### src/rtl/vfm_pkg.sv
package vfm_pkg;
    typedef enum logic [1:0] {
        FMT_HALF   = 2'd0,
        FMT_SINGLE = 2'd1,
        FMT_DOUBLE = 2'd2
    } lane_fmt_e;

    localparam int H_EXP = 5;
    localparam int H_FRAC = 10;
    localparam int S_EXP = 8;
    localparam int S_FRAC = 23;
    localparam int D_EXP = 11;
    localparam int D_FRAC = 52;
endpackage

### src/rtl/vfm_decode.sv
module vfm_decode
    import vfm_pkg::*;
(
    input  logic [31:0] instr_i,
    input  logic        fp16_en_i,
    output lane_fmt_e   fmt_o,
    output logic        wide_o,
    output logic        undef_o
);
    logic base_ok;
    logic is_half;
    logic is_sd;
    logic reserved_combo;
    logic unused_reg_fields;

    assign base_ok = !instr_i[31] && (instr_i[29:24] == 6'b001110) && instr_i[21];
    assign is_half = base_ok && (instr_i[23:22] == 2'b11) && (instr_i[15:10] == 6'b000001);
    assign is_sd   = base_ok && instr_i[23] && (instr_i[15:10] == 6'b110001);
    assign reserved_combo = instr_i[22] && !instr_i[30];

    // Register-number fields play no part in the datapath.
    assign unused_reg_fields = ^{instr_i[20:16], instr_i[9:0]};

    always_comb begin
        fmt_o = FMT_SINGLE;
        if (is_half) begin
            fmt_o = FMT_HALF;
        end else if (instr_i[22]) begin
            fmt_o = FMT_DOUBLE;
        end
    end

    assign wide_o  = instr_i[30];
    assign undef_o = !((is_half && fp16_en_i) || (is_sd && !reserved_combo));
endmodule

### src/rtl/vfm_lane.sv
module vfm_lane #(
    parameter int EXP_W  = 5,
    parameter int FRAC_W = 10,
    localparam int EW    = 1 + EXP_W + FRAC_W
) (
    input  logic [EW-1:0] a_i,
    input  logic [EW-1:0] b_i,
    output logic [EW-1:0] y_o,
    output logic          inv_o
);
    localparam logic [EW-1:0] DEF_QNAN = {1'b0, {EXP_W{1'b1}}, 1'b1, {(FRAC_W-1){1'b0}}};

    logic a_nan, b_nan, a_snan, b_snan, a_lt_b;

    assign a_nan  = (&a_i[EW-2:FRAC_W]) && (|a_i[FRAC_W-1:0]);
    assign b_nan  = (&b_i[EW-2:FRAC_W]) && (|b_i[FRAC_W-1:0]);
    assign a_snan = a_nan && !a_i[FRAC_W-1];
    assign b_snan = b_nan && !b_i[FRAC_W-1];

    // Sign-magnitude order: a differing sign decides (so -0 < +0),
    // and among negatives the larger magnitude is the smaller value.
    always_comb begin
        if (a_i[EW-1] != b_i[EW-1]) begin
            a_lt_b = a_i[EW-1];
        end else if (a_i[EW-1]) begin
            a_lt_b = a_i[EW-2:0] > b_i[EW-2:0];
        end else begin
            a_lt_b = a_i[EW-2:0] < b_i[EW-2:0];
        end
    end

    always_comb begin
        inv_o = a_snan || b_snan;
        if (a_snan || b_snan || (a_nan && b_nan)) begin
            y_o = DEF_QNAN;
        end else if (a_nan) begin
            y_o = b_i;
        end else if (b_nan) begin
            y_o = a_i;
        end else begin
            y_o = a_lt_b ? a_i : b_i;
        end
    end
endmodule

### src/rtl/vfm_lane_array.sv
module vfm_lane_array #(
    parameter int VEC_W  = 128,
    parameter int EXP_W  = 5,
    parameter int FRAC_W = 10,
    localparam int EW    = 1 + EXP_W + FRAC_W,
    localparam int NL    = VEC_W / EW
) (
    input  logic [VEC_W-1:0] a_i,
    input  logic [VEC_W-1:0] b_i,
    output logic [VEC_W-1:0] y_o,
    output logic [NL-1:0]    inv_o
);
    for (genvar g = 0; g < NL; g++) begin : g_lane
        vfm_lane #(
            .EXP_W (EXP_W),
            .FRAC_W(FRAC_W)
        ) u_lane (
            .a_i  (a_i[g*EW +: EW]),
            .b_i  (b_i[g*EW +: EW]),
            .y_o  (y_o[g*EW +: EW]),
            .inv_o(inv_o[g])
        );
    end
endmodule

### src/rtl/vec_fmin_unit.sv
module vec_fmin_unit
    import vfm_pkg::*;
#(
    parameter int VEC_W = 128
) (
    input  logic             clk_i,
    input  logic             rst_n,
    input  logic             issue_i,
    input  logic [31:0]      instr_i,
    input  logic [VEC_W-1:0] opa_i,
    input  logic [VEC_W-1:0] opb_i,
    input  logic             fp16_en_i,
    input  logic             inv_trap_en_i,
    output logic [VEC_W-1:0] res_o,
    output logic             done_o,
    output logic             undef_o,
    output logic             inv_trap_o,
    output logic             inv_sticky_o
);
    localparam int HALF_W = VEC_W / 2;
    localparam int NH = VEC_W / (1 + H_EXP + H_FRAC);
    localparam int NS = VEC_W / (1 + S_EXP + S_FRAC);
    localparam int ND = VEC_W / (1 + D_EXP + D_FRAC);

    lane_fmt_e dec_fmt;
    logic      dec_wide, dec_undef;

    vfm_decode u_dec (
        .instr_i  (instr_i),
        .fp16_en_i(fp16_en_i),
        .fmt_o    (dec_fmt),
        .wide_o   (dec_wide),
        .undef_o  (dec_undef)
    );

    logic [VEC_W-1:0] h_res, s_res, d_res;
    logic [NH-1:0]    h_inv;
    logic [NS-1:0]    s_inv;
    logic [ND-1:0]    d_inv;

    vfm_lane_array #(.VEC_W(VEC_W), .EXP_W(H_EXP), .FRAC_W(H_FRAC)) u_half (
        .a_i(opa_i), .b_i(opb_i), .y_o(h_res), .inv_o(h_inv));
    vfm_lane_array #(.VEC_W(VEC_W), .EXP_W(S_EXP), .FRAC_W(S_FRAC)) u_single (
        .a_i(opa_i), .b_i(opb_i), .y_o(s_res), .inv_o(s_inv));
    vfm_lane_array #(.VEC_W(VEC_W), .EXP_W(D_EXP), .FRAC_W(D_FRAC)) u_double (
        .a_i(opa_i), .b_i(opb_i), .y_o(d_res), .inv_o(d_inv));

    logic [VEC_W-1:0] sel_res;
    logic             sel_inv;

    // Pick the lane array for the format; only active lanes may raise invalid.
    always_comb begin
        sel_res = '0;
        sel_inv = 1'b0;
        unique case (dec_fmt)
            FMT_HALF: begin
                sel_res = h_res;
                for (int i = 0; i < NH; i++)
                    if (dec_wide || i < NH / 2) sel_inv = sel_inv | h_inv[i];
            end
            FMT_SINGLE: begin
                sel_res = s_res;
                for (int i = 0; i < NS; i++)
                    if (dec_wide || i < NS / 2) sel_inv = sel_inv | s_inv[i];
            end
            FMT_DOUBLE: begin
                sel_res = d_res;
                for (int i = 0; i < ND; i++)
                    if (dec_wide || i < ND / 2) sel_inv = sel_inv | d_inv[i];
            end
            default: begin
                sel_res = '0;
                sel_inv = 1'b0;
            end
        endcase
        if (!dec_wide) sel_res[VEC_W-1:HALF_W] = '0;
    end

    logic raise_inv;
    assign raise_inv = issue_i && !dec_undef && sel_inv;

    always_ff @(posedge clk_i or negedge rst_n) begin
        if (!rst_n) begin
            res_o        <= '0;
            done_o       <= 1'b0;
            undef_o      <= 1'b0;
            inv_trap_o   <= 1'b0;
            inv_sticky_o <= 1'b0;
        end else begin
            done_o     <= issue_i;
            undef_o    <= issue_i && dec_undef;
            inv_trap_o <= raise_inv && inv_trap_en_i;
            if (issue_i) res_o <= dec_undef ? '0 : sel_res;
            if (raise_inv && !inv_trap_en_i) inv_sticky_o <= 1'b1;
        end
    end

    AST_RESERVED_UNDEF: assert property (@(posedge clk_i) disable iff (!rst_n)
        issue_i && instr_i[22] && !instr_i[30] && instr_i[15:10] == 6'b110001 |=> undef_o)
        else $error("reserved combination not flagged");
    AST_UNDEF_ZERO_RES: assert property (@(posedge clk_i) disable iff (!rst_n)
        undef_o |-> res_o == '0)
        else $error("undefined op left a result");
    AST_UNDEF_NO_TRAP: assert property (@(posedge clk_i) disable iff (!rst_n)
        undef_o |-> !inv_trap_o)
        else $error("undefined op trapped");
    AST_STICKY_NO_CLEAR: assert property (@(posedge clk_i) disable iff (!rst_n)
        !$fell(inv_sticky_o))
        else $error("sticky flag cleared");
    AST_TRAP_KEEPS_STICKY: assert property (@(posedge clk_i) disable iff (!rst_n)
        inv_trap_o |-> $stable(inv_sticky_o))
        else $error("trap changed sticky flag");
    AST_NARROW_UPPER_ZERO: assert property (@(posedge clk_i) disable iff (!rst_n)
        issue_i && !instr_i[30] |=> res_o[VEC_W-1:HALF_W] == '0)
        else $error("upper half written in narrow mode");
    AST_DONE_AFTER_ISSUE: assert property (@(posedge clk_i) disable iff (!rst_n)
        issue_i |=> done_o)
        else $error("done missing");
endmodule

### config.mk
export PLATFORM = sky130hd
export DESIGN_NAME = vec_fmin_unit
export DESIGN_NICKNAME = d
export VERILOG_FILES = /design/src/rtl/vfm_pkg.sv /design/src/rtl/vfm_decode.sv /design/src/rtl/vfm_lane.sv /design/src/rtl/vfm_lane_array.sv /design/src/rtl/vec_fmin_unit.sv
export SDC_FILE = /design/constraint.sdc
export NUM_CORES = 1
export LEC_CHECK = 0
export ABC_AREA = 1
export BUFFER_PORTS_ARGS = -buffer_cell sky130_fd_sc_hd__buf_4
export CAP_MARGIN = 0
export CORE_MARGIN = 5
export CORE_UTILIZATION = 55
export CTS_CLUSTER_SIZE = 14
export DETAILED_ROUTE_END_ITERATION = 16
export PLACE_DENSITY_LB_ADDON = 0.08
export REMOVE_ABC_BUFFERS = 1
export SLEW_MARGIN = 0
export SYNTH_ARGS = -nofsm -noshare
export SYNTH_HDL_FRONTEND = slang
export SYNTH_SLANG_ARGS = --single-unit
### constraint.sdc
create_clock -name clk_i -period 0.8 [get_ports clk_i]
set_input_delay 0.04 -clock clk_i [delete_from_list [all_inputs] [get_ports clk_i]]
set_output_delay 0.04 -clock clk_i [all_outputs]
set_load 0.005 [all_outputs]
==> results.md, run 1 <==
* DIE WIDTH at roughly 190 um
* Main synth FF type: dfrtp_1
* Synthesized area at ~18000 sq um
* Async SR Flop Fraction at 100.0%
* HPWL after DPL at 60440 um
* Die H at between 150 and 200 um
* Port Buf Inserts at slightly above 400
* CTS H-Tree Depth at 4
* Syn_area_per_cell at 5.644 sq um
* CTS buffer count at 17
* Number of synthesis warnings at 0
* Largest cells by area after synthesis: nand2_1 27%, dfrtp_1 19%, nand3_1 13%, ha_1 10%, inv_1 7.5%
* Top-area cell type share of the netlist area at 26.99%
* CTS max path bufs at 2
* Post-CTS Setup Inserts at 102
* Synth Instances at slightly above 3000
* CTS resizes at 713
* Hold Buf Count CTS at 74
* Largest area contributor in the netlist: nand2_1
* Row cnt at 65
* RD Place Congestion at 1.080
* Synth cell types at 51
* Fail Step: clock tree synthesis
* EDFF count, synth at 0
* Initial core utilization at 55.63%
* Yosys reg bits at 132
* Status: did not finish
* Clk root buf: clkbuf_16
* Top Ports at 425
* First Err: [ERROR DPL-0033] detailed placement checks failed during check placement.
* Seq/Total Area, Yosys at 18.82%
* CTS Sinks at 132
stage by stage:
| stage | setup TNS, ps | setup WS [ps] | instance area, sq um | std cells |
|---|---|---|---|---|
| 2_1_floorplan | -324980 | -2776 | 16990 | 3001 |
| 3_5_place_dp | -219800 | -1778 | 25470 | 4414 |
| 3_3_place_gp | -209550 | -1688 | 25470 | 4414 |
Yosys cell counts (all sizes together) (3+ instances only):
master     n
nand2   1273
nand3    486
inv      371
nor2     211
ha       140
dfrtp    132
a21oi    110
o21ai     75
nand4     67
buf       63
clkbuf    46
nor3      42
nand3b    26
nor4      12
a21boi     8
a21o       8
o211ai     8
o22ai      8
o21bai     4
and2       3
logic make-up after synthesis:
kind of cell	share of synthesized area [%]
AOI/OAI and AO/OA	7.299
adders and majority gates	9.979
buffers and inverters	11.20
DFF	18.82
and+or+nand+nor	52.71
==> run 2: changes to the inputs <==
- CORE_UTILIZATION: 55 -> 40
- CTS_CLUSTER_SIZE: 14 -> not set
- PLACE_DENSITY_LB_ADDON: 0.08 -> 0.15
==> run 2 against run 1 <==
Synthesized cell count unchanged. The flow now finishes, with violations (hold timing, setup timing). Synthesized area unchanged.
==> results.md, run 2 <==
* Status: complete, but fails checks
* Failing checks: hold timing, setup timing
* Setup crit end: res_o[85]$_DFFE_PN0P_
* Slew HR at 57.27%
* Crit path DAT at 2730 ps
* Top post-synthesis cells by count: 1262 x nand2_1, 462 x nand3_1, 350 x inv_1
* Share of cells above drive strength 1 at around 46%
* GRT Total Usage at 37.52%
* Row cnt at 76 (+17%)
* Most common cell after layout, fill and taps aside: nand2_1
* Compound-Gate Fraction of Synth Area at 7.299% (unchanged)
* Most frequent cells in the layout: 1038 x nand2_1, 885 x buf_4, 259 x inv_1
* Crit-path max FO at 8
* Async SR Flop Fraction at 100.0% (unchanged)
* Worst Path Required at 1190 ps
* Syn_area_per_cell at 5.644 sq um (unchanged)
* Multi-input gate area at between 15000 and 20000 sq um
* Crit Path Class: in2reg
* Tightest Pin Transition at 638.6 ps
* Dpl cells at 4607 (+4.4%)
* Tot Pwr at 34010 uW
* Die H at 219.5 um (+16%)
* Largest area contributor in the netlist: nand2_1
* Critical path's most frequent cell: nand2_4
* WL per Instance at 20.79 um
* Most frequent cell after synthesis: nand2_1
* CTS Sinks at 132 (unchanged)
* Clk slew on worst S/H paths at approximately 60 ps
* Biggest register: res_o
* Setup TNS at -197090 ps
* Port Buf Inserts at 409 (unchanged)
* Core area at 43270 sq um
* RD Place Congestion at 0.9703 (-10%)
* Layout net count at 4756
* Worst Hold Class: in2reg
* HPWL after DPL at 63220 um (+4.6%)
* Number of synthesis warnings at 0 (unchanged)
* Final hold violation count at 8
* Max FFs per register at 128
* R2R cell count at 3
* CTS tree: built
* Worst-Skew Late Latency at 510 ps
* CTS max path bufs at 2 (unchanged)
* Skew final at 0 ps
* CTS H-Tree Depth at 4 (unchanged)
* Synth cell types at 51 (unchanged)
* First-pass GRT wire length at 143100 um
* Vias in the first global route at 26800
* Top Ports at 425 (unchanged)
* Worst VDD drop at 0.001485 V
* Adder and majority gate portion of the synthesized area at 9.979% (unchanged)
* Worst-path cell chain: buf_8 -> inv_6 -> ha_4 -> nand4_1 -> nor2_2 -> nand3_2 -> nor2_4 -> nand2_4 -> nand2_4 -> nand2_4 -> nand2_2 -> nand2_2 -> nand3_2 -> nand2_4 -> buf_12 -> nand2_8 -> buf_8 -> buf_16 -> nand2_4 -> nand3_2 -> nand3_2 -> nand2_1 -> nand2_1
* R2R Path Start: res_o[80]$_DFFE_PN0P_
* FMAX at 427.0 MHz
* Total grt overflow at 0
* Final core utilization at 79.38%
* Synthesized area at 17550 sq um (unchanged)
* Yosys reg bits at 132 (unchanged)
* Largest family of logic cells by synthesized area: simple AND/OR/NAND/NOR gates
* Area grow syn2layout at 95.64%
* Largest net degree at the start of global routing at 50
* Tcrit/Tclk final at 292.7%
* LEAKAGE at 0.01871 uW
* Antenna viol nets, final at 0
* Cell type group with the largest total delay on the critical path: simple AND/OR/NAND/NOR gates
* PnR worst setup slack at -1542 ps
* Pwr dens at 990.2 nW/um^2
* EDFF count, synth at 0 (unchanged)
* Post-Synth Simple-Gate Area at 52.71% (unchanged)
* MaxCap Viol Count at 0
* Non-Filler Instances at 4926
* Area occupied by registers at 3307 sq um
* Synth Instances at 3110 (unchanged)
* Top-area cell type share of the netlist area at 26.99% (unchanged)
* Fill cells at 2992
* Post-synthesis share of cell area spent on xor and xnor gates at 0% (unchanged)
* # setup viols final at 266
* 1st-pass router iterations at 8
* Die area at approximately 48000 sq um
* Pins Over Slew Limit at 0
* Worst path bufs/invs at 5
* Routed wire length at 102400 um
* Worst Setup Start Kind: primary input
* Main synth FF type: dfrtp_1
* CP Capture Type: flop
* Remaining DRCs at 0
* Initial antenna violation count at 5
* Critical Path Source: opb_i[91]
* Via/cell ratio at 5.604
* Seq/Total Area, Yosys at 18.82% (unchanged)
* DRT iter0 DRCs at 3107
* Initial core utilization at 40.57% (-15 points)
* CP max stage cell: ha_4
* Worst R2R End: res_o[80]$_DFFE_PN0P_
* Final critical-path required period at between 2000 and 2500 ps
* Clk root buf: clkbuf_16
* CP max stage delay at 250 ps
* R2r setup slk at -310 ps
* Via count at 27600
* Largest cells by area after synthesis: nand2_1 27%, dfrtp_1 19%, nand3_1 13%, ha_1 10%, inv_1 7.5%
* CTS buffer count at 17 (unchanged)
* WHS at -78.83 ps
* Crit path depth at 23
* DIE WIDTH at 219.5 um (+16%)
* Mux share of post-synthesis cell area at 0% (unchanged)
* RSZ-0062 raised after global routing: yes
-- run 2: cell counts after synthesis --
Identical to the previous run, type by type.
-- run 2: report_power, final --
| part | total (uW) | internal [uW] | switching [uW] |
|---|---|---|---|
| logic | 19100 | 8900 | 10200 |
| registers | 6680 | 6680 | 2.59 |
| clock network | 8250 | 4460 | 3790 |
-- run 2: metal layers --
metal | global-route usage (%) | up-vias | share of wire (%)
met3 | 8.023 | 534 | 9.7
met5 | 0 | - | 0.014
li1 | - | 12500 | -
met4 | 18.97 | 2 | 7.1
met1 | 43.63 | 12880 | 36
met2 | 65.13 | 1688 | 47
-- run 2: cell families after synthesis --
family	count (synthesis)
compound gates	230
fa+ha+maj	140
buf+inv	482
flops	132
simple gates	2126
-- run 2: timing repair --
action	in CTS	in global routing
buffers inserted	84	74
resized for setup	749	502
hold endpoints to repair	204	19
pin swaps	258	309
hold buffers	93	13
cloned	31	2
endpoints found under the setup margin	262	266
-- run 2: metrics by stage --
stage	cell area [sq um]	setup slack [ps]	hold slack, ps
2_1_floorplan	16990	-2776	-255.6
3_3_place_gp	25810	-1839	-118.1
3_5_place_dp	25810	-1849	-118.2
4_1_cts	31910	-1140	-169.4
5_1_grt	34330	-1566	-72.88
6_report	34340	-1542	-78.83
-- run 2: area by class of cell --
type                            count  share of cell area, %
Clock buffer                       22                  1.381
Inverter                          373                  4.390
Sequential cell                   132                  9.629
Antenna cell                        6                0.04372
Clock inverter                      9                 0.2332
Multi-Input combinational cell   2497                  46.97
Tap cell                          585                  2.131
Timing Repair Buffer             1302                  35.22
-- run 2: worst min path at each step --
stage,slack (ps),startpoint,cells after the start,endpoint
after floorplan,-260,rst_n,0,done_o$_DFF_PN0_
after global placement,-120,rst_n,1,res_o[73]$_DFFE_PN0P_
after global routing,-70,opb_i[17],7,res_o[17]$_DFFE_PN0P_
after detailed placement,-120,rst_n,1,res_o[73]$_DFFE_PN0P_
final,-80,opb_i[17],7,res_o[17]$_DFFE_PN0P_
after CTS,-170,opb_i[102],5,res_o[102]$_DFFE_PN0P_
-- run 2: worst reg2reg max path, stage by stage, from the launching register on --
cell	delay, ps
dfrtp_1	500
buf_4	200
nand2_1	50
nand2_1	170
Note: power is estimated with default switching activity, not from simulation.
